### config.mk
export PLATFORM = sky130hd
export DESIGN_NAME = cas_wavegen
export DESIGN_NICKNAME = d
export VERILOG_FILES = /design/src/rtl/cas_pkg.sv /design/src/rtl/cas_phase_sel.sv /design/src/rtl/cas_phase_timer.sv /design/src/rtl/cas_wavegen.sv
export SDC_FILE = /design/constraint.sdc
export NUM_CORES = 1
export LEC_CHECK = 0
export BUFFER_PORTS_ARGS = -buffer_cell sky130_fd_sc_hd__buf_2
export CAP_MARGIN = 20
export CORE_ASPECT_RATIO = 1.1
export CORE_MARGIN = 2
export CORE_UTILIZATION = 51
export CTS_BUF_LIST = sky130_fd_sc_hd__clkbuf_16
export CTS_CLUSTER_DIAMETER = 50
export DETAILED_ROUTE_END_ITERATION = 8
export PLACE_DENSITY = 0.86
export SYNTH_ARGS = -nofsm -noshare
export SYNTH_HDL_FRONTEND = slang
export SYNTH_SLANG_ARGS = --single-unit
export TNS_END_PERCENT = 50
### constraint.sdc
create_clock -name clk -period 7.35 [get_ports clk]
set_clock_uncertainty 0.1 [all_clocks]
set_input_delay 0.3675 -clock clk [delete_from_list [all_inputs] [get_ports clk]]
set_output_delay 0.3675 -clock clk [all_outputs]
set_load 0.01 [all_outputs]
### src/rtl/cas_pkg.sv
package cas_pkg;

    typedef enum logic [2:0] {
        PH_IDLE       = 3'd0,
        PH_RD_SETUP   = 3'd1,
        PH_RD_ACTIVE  = 3'd2,
        PH_RD_TAIL    = 3'd3,
        PH_WR_SETUP   = 3'd4,
        PH_WR_ACTIVE  = 3'd5,
        PH_WR_RECOVER = 3'd6
    } phase_e;

    function automatic logic is_wr_phase(phase_e p);
        return (p == PH_WR_SETUP) || (p == PH_WR_ACTIVE) || (p == PH_WR_RECOVER);
    endfunction

endpackage

### src/rtl/cas_phase_sel.sv
module cas_phase_sel
    import cas_pkg::*;
#(
    parameter int CNT_W = 4
) (
    input  phase_e           phase,
    input  logic [CNT_W-1:0] rd_len_setup,
    input  logic [CNT_W-1:0] rd_len_active,
    input  logic [CNT_W-1:0] rd_len_tail,
    input  logic [CNT_W-1:0] wr_len_setup,
    input  logic [CNT_W-1:0] wr_len_active,
    input  logic [CNT_W-1:0] wr_len_recover,
    output logic [CNT_W-1:0] reload
);
    localparam logic [CNT_W-1:0] ONE = CNT_W'(1);

    logic [CNT_W-1:0] raw;
    logic [CNT_W-1:0] eff;

    always_comb begin
        unique case (phase)
            PH_RD_SETUP:   raw = rd_len_setup;
            PH_RD_ACTIVE:  raw = rd_len_active;
            PH_RD_TAIL:    raw = rd_len_tail;
            PH_WR_SETUP:   raw = wr_len_setup;
            PH_WR_ACTIVE:  raw = wr_len_active;
            PH_WR_RECOVER: raw = wr_len_recover;
            default:       raw = ONE;
        endcase
    end

    // zero length is timed as one cycle
    assign eff    = (raw == '0) ? ONE : raw;
    assign reload = eff - ONE;

endmodule

### src/rtl/cas_phase_timer.sv
module cas_phase_timer #(
    parameter int CNT_W = 4
) (
    input  logic             clk,
    input  logic             rst_n,
    input  logic             load,
    input  logic [CNT_W-1:0] load_val,
    input  logic             run,
    output logic             expired
);
    logic [CNT_W-1:0] remain;

    always_ff @(posedge clk or negedge rst_n) begin
        if (!rst_n)                      remain <= '0;
        else if (load)                   remain <= load_val;
        else if (run && remain != '0)    remain <= remain - 1'b1;
    end

    assign expired = (remain == '0);

    // a frozen timer keeps its value
    a_r7_frozen_timer: assert property (@(posedge clk) disable iff (!rst_n)
        (!load && !run) |=> $stable(remain));

    // no wrap below zero
    a_r9_no_wrap: assert property (@(posedge clk) disable iff (!rst_n)
        (!load && expired) |=> expired);

endmodule

### src/rtl/cas_wavegen.sv
module cas_wavegen
    import cas_pkg::*;
#(
    parameter int CNT_W = 4
) (
    input  logic             clk,
    input  logic             rst_n,
    input  logic             start,
    input  logic             is_write,
    input  logic             hold,
    input  logic [CNT_W-1:0] rd_len_setup,
    input  logic [CNT_W-1:0] rd_len_active,
    input  logic [CNT_W-1:0] rd_len_tail,
    input  logic [CNT_W-1:0] wr_len_setup,
    input  logic [CNT_W-1:0] wr_len_active,
    input  logic [CNT_W-1:0] wr_len_recover,
    output logic             cas_n,
    output logic             busy
);
    phase_e           state, nxt;
    logic             expired;
    logic             frozen;
    logic             load;
    logic [CNT_W-1:0] reload;

    assign frozen = is_wr_phase(state) && hold;

    always_comb begin
        nxt = state;
        unique case (state)
            PH_IDLE:       if (start) nxt = is_write ? PH_WR_SETUP : PH_RD_SETUP;
            PH_RD_SETUP:   if (expired) nxt = PH_RD_ACTIVE;
            PH_RD_ACTIVE:  if (expired) nxt = PH_RD_TAIL;
            PH_RD_TAIL:    if (expired) nxt = PH_IDLE;
            PH_WR_SETUP:   if (expired && !frozen) nxt = PH_WR_ACTIVE;
            PH_WR_ACTIVE:  if (expired && !frozen) nxt = PH_WR_RECOVER;
            PH_WR_RECOVER: if (expired && !frozen) nxt = PH_IDLE;
            default:       nxt = PH_IDLE;
        endcase
    end

    assign load = (nxt != state) && (nxt != PH_IDLE);

    always_ff @(posedge clk or negedge rst_n) begin
        if (!rst_n) state <= PH_IDLE;
        else        state <= nxt;
    end

    always_comb begin
        unique case (state)
            PH_RD_ACTIVE, PH_WR_ACTIVE: cas_n = 1'b0;
            default:                    cas_n = 1'b1;
        endcase
        busy = (state != PH_IDLE);
    end

    cas_phase_sel #(.CNT_W(CNT_W)) u_sel (
        .phase          (nxt),
        .rd_len_setup   (rd_len_setup),
        .rd_len_active  (rd_len_active),
        .rd_len_tail    (rd_len_tail),
        .wr_len_setup   (wr_len_setup),
        .wr_len_active  (wr_len_active),
        .wr_len_recover (wr_len_recover),
        .reload         (reload)
    );

    cas_phase_timer #(.CNT_W(CNT_W)) u_tmr (
        .clk      (clk),
        .rst_n    (rst_n),
        .load     (load),
        .load_val (reload),
        .run      (!frozen),
        .expired  (expired)
    );

    // an idle start always begins a sequence
    a_r2_accept_idle: assert property (@(posedge clk) disable iff (!rst_n)
        (!busy && start) |=> busy);

    // a setup phase is entered only from idle
    a_r2_setup_from_idle: assert property (@(posedge clk) disable iff (!rst_n)
        ((state == PH_RD_SETUP || state == PH_WR_SETUP) && $changed(state))
            |-> $past(state) == PH_IDLE);

    // no phase change before the timer expires
    a_r3_phase_holds: assert property (@(posedge clk) disable iff (!rst_n)
        (busy && !expired) |=> $stable(state));

    // hold freezes a write phase
    a_r7_hold_freeze: assert property (@(posedge clk) disable iff (!rst_n)
        (busy && is_wr_phase(state) && hold) |=> ($stable(state) && $stable(cas_n)));

    // busy drops only with the strobe high
    a_r3_release_high: assert property (@(posedge clk) disable iff (!rst_n)
        $fell(busy) |-> cas_n);

endmodule

==> metrics.md <==
| Metric | Value |
|---|---|
| Starting DRC count in detailed routing | 25 |
| Post-synth top area share | 0.215 |
| Crit path DAT | 3660 ps |
| Clock Tree Root | clkbuf_16 |
| CTS Buf Count | 3 |
| Cells after synthesis | 98 |
| Required time of the critical path | 7330 ps |
| Detailed Place HPWL | 1.74 mm |
| Final Non-Filler Cells | 146 |
| CTS tree | yes |
| Seq cells post-synth | 7 |
| Max Slew Vio Count | 0 |
| Compound-Gate Fraction of Synth Area | 0.397 |
| Peak VDD IR | 0.302 mV |
| Max-cap violations | 0 |
| Worst path slowest cell | dfrtp_1 |
| Syn avg cell area | 8.30 um^2 |
| Final period util | 0.499 |
| Synthesized area | 813 um^2 |
| Die area | 1930 um^2 |
| Top post-synthesis cells by area | dfrtp_1 22%, nor2_1 5.5%, mux2i_1 4.9% |
| Number of hold violations in the final report | 0 |
| Initial antenna violation count | 0 |
| Worst R2R Path Depth | 11 |
| Vias/cell | 6.36 |
| Adder-cell share of the synthesized area | 0.0154 |
| Post-Synth Simple-Gate Area | 0.228 |
| Post-synth ARST share | 1.00 |
| Mux share of post-synthesis cell area | 0.0769 |
| Largest net degree at the start of global routing | 19 |
| Vias in the first global route | 795 |
| Reg2Reg Launch Point | state[0] |
| Commonest cells post-synth | 12 x nor2_1, 7 x dfrtp_1, 5 x inv_1 |
| CP max stage delay | 680 ps |
| Most frequent CP cell | o21ai_0 |
| Pleak | 0.478 nW |
| Nets | 160 |
| CP Max Fanout | 18 |
| Clk slew on worst S/H paths | 40 ps |
| Syn-to-layout area delta | 30.0% |
| Share of layout cells above drive strength 1 | 0.364 |
| Top_reg_cell synth | dfrtp_1 |
| Reg area | 175 um^2 |
| Routed wire length | 2.33 mm |
| Max clock buf depth | 2 |
| Final ANT Viol Nets | 0 |
| DR WL/cell | 15.9 um |
| Library cells used by synthesis | 47 |
| Hold/Removal Path Class | in -> async |
| Total GRT Usage | 0.245 |
| Cell taking the most area after synthesis | dfrtp_1 |
| CP Cell Sequence | and4bb_2 -> nor2_1 -> o21a_4 -> mux2_2 -> a222oi_1 -> o21ai_0 -> o32a_1 -> ha_1 -> a211o_1 -> o21ai_0 -> a31oi_1 |
| CORE AREA | 1540 um^2 |
| Clk sink count | 7 |
| Number of synthesized flops with an enable pin | 0 |
| Tot Pwr | 0.519 mW |
| RSZ-0062 raised after global routing | no |
| Final setup viols | 0 |
| CTS-repair resized insts | 0 |
| Die height | 45.9 um |
| Initial Utilization | 0.528 |
| Fillers | 125 |
| Min Tclk post-route | 3670 ps |
| Net Count, Synth | 128 |
| R2r setup slk | 3680 ps |
| Element type at the critical path end | register |
| Worst Tran Pin Value | 665 ps |
| Final TNS setup | 0 ps |
| Synth Area in XOR/XNOR | 0.0108 |
| # hold bufs at CTS | 1 |
| Fmax | 0.272 GHz |
| Std-Cell Rows | 15 |
| CP top delay family | compound AO/OA/AOI/OAI gates |
| Final routed DRC violation total | 0 |
| Worst skew pair latency | 230 ps |
| Die Wd | 42.1 um |
| Global-route wire length before repair | 3.53 mm |
| Inst Count DP | 141 |
| CP Buf/Inv Count | 0 |
| WS Path Type | reg -> reg |
| Antenna cells | 0 |
| Synthesis Warnings | 0 |
| Outcome | finished clean |
| R2R Path End | u_tmr.remain[2] |
| Post-CTS Setup Inserts | 0 |
| Multi-input gate area | 592 um^2 |
| Vias | 929 |
| Count leader, synth | nor2_1 |
| First-pass DRT Iterations | 4 |
| Grt total ovfl | 0 |
| Io pins | 31 |
| Total number of H-tree levels | 1 |
| Combinational family with the most area after synthesis | compound AO/OA/AOI/OAI gates |
| Startpoint Class | register |
| Port Buffers | 30 |
| RD Place Congestion | 0.817 |
| Sequential fraction of the synthesis area | 0.215 |
| PD cells | 491 nW/um^2 |
| Max-slew headroom | 0.557 |
==> final cells by class <==
class / instances / area share
Clock inverter: 1 / 0.00355
Timing Repair Buffer: 32 / 0.159
Tap cell: 17 / 0.0201
Sequential cell: 7 / 0.166
Clock buffer: 3 / 0.0710
Inverter: 6 / 0.0213
Multi-Input combinational cell: 80 / 0.560
==> metrics by stage <==
stage | hold slack, ps | area (um^2) | worst slack [ps] | utilization
final | 385 | 1060 | 3680 | 0.687
after global routing | 404 | 1060 | 3530 | 0.687
after CTS | 388 | 1060 | 3730 | 0.687
after detailed placement | 102 | 968 | 3790 | 0.629
after global placement | 98.4 | 968 | 3960 | 0.629
after floorplan | -28.1 | 813 | 4230 | -
==> worst max-delay path by stage <==
stage                               start         endpoint  slack [ps]  depth (start not counted)
after CTS                 u_tmr.remain[2]  u_tmr.remain[2]        3730                         11
after global placement    u_tmr.remain[3]  u_tmr.remain[2]        3960                         11
after floorplan           u_tmr.remain[2]  u_tmr.remain[2]        4230                         11
after detailed placement  u_tmr.remain[2]  u_tmr.remain[2]        3790                         11
final                            state[0]  u_tmr.remain[2]        3680                         11
after global routing             state[0]  u_tmr.remain[2]        3530                         11
==> logic make-up (layout without fill, tap and decap cells) <==
family | Yosys count | count (layout)
compound gates | 38 | 38
simple gates | 34 | 34
buf+inv | 11 | 42
flops | 7 | 7
mux | 6 | 6
fa+ha+maj | 1 | 1
xor+xnor | 1 | 1
==> worst reg2reg max path, cell delays in order (launching register included) <==
cell,delay (ps)
dfrtp_1,680
and4bb_2,310
nor2_1,170
o21a_4,210
mux2_2,350
a222oi_1,370
o21ai_0,250
o32a_1,380
ha_1,250
a211o_1,260
o21ai_0,110
a31oi_1,80
==> layout by cell type (no fill, tap or decap), types with 2 or more instances in the layout <==
cell,count
buf_2,30
nor2_1,12
dfrtp_1,7
inv_1,6
nor2b_1,4
nand2_1,4
mux2i_1,4
o211ai_1,4
a21oi_1,4
a21boi_0,3
o21ai_0,3
clkbuf_16,3
a221oi_2,2
o32a_1,2
a21o_1,2
o221ai_1,2
or3_1,2
nor3_1,2
a22oi_1,2
mux2_2,2
nand3_1,2
a31oi_1,2
==> power by group <==
group	internal [mW]	leakage [nW]	switching, mW
Combinational	0.148	0.352	0.183
Clock	0.0708	0.0423	0.0215
Sequential	0.0583	0.0836	0.0368
==> routing by layer <==
metal	up-vias	GRT usage	routed length, um
met1	452	0.304	1010
met5	-	0	0
met4	0	0.0813	19
met2	27	0.434	1230
li1	448	-	-
met3	2	0.0476	75
==> flip-flops by register name, summed over array words and instances, names as in the netlist <==
register / count
u_tmr.remain: 4
state: 3
No activity file was read; power rests on OpenSTA's default activity.
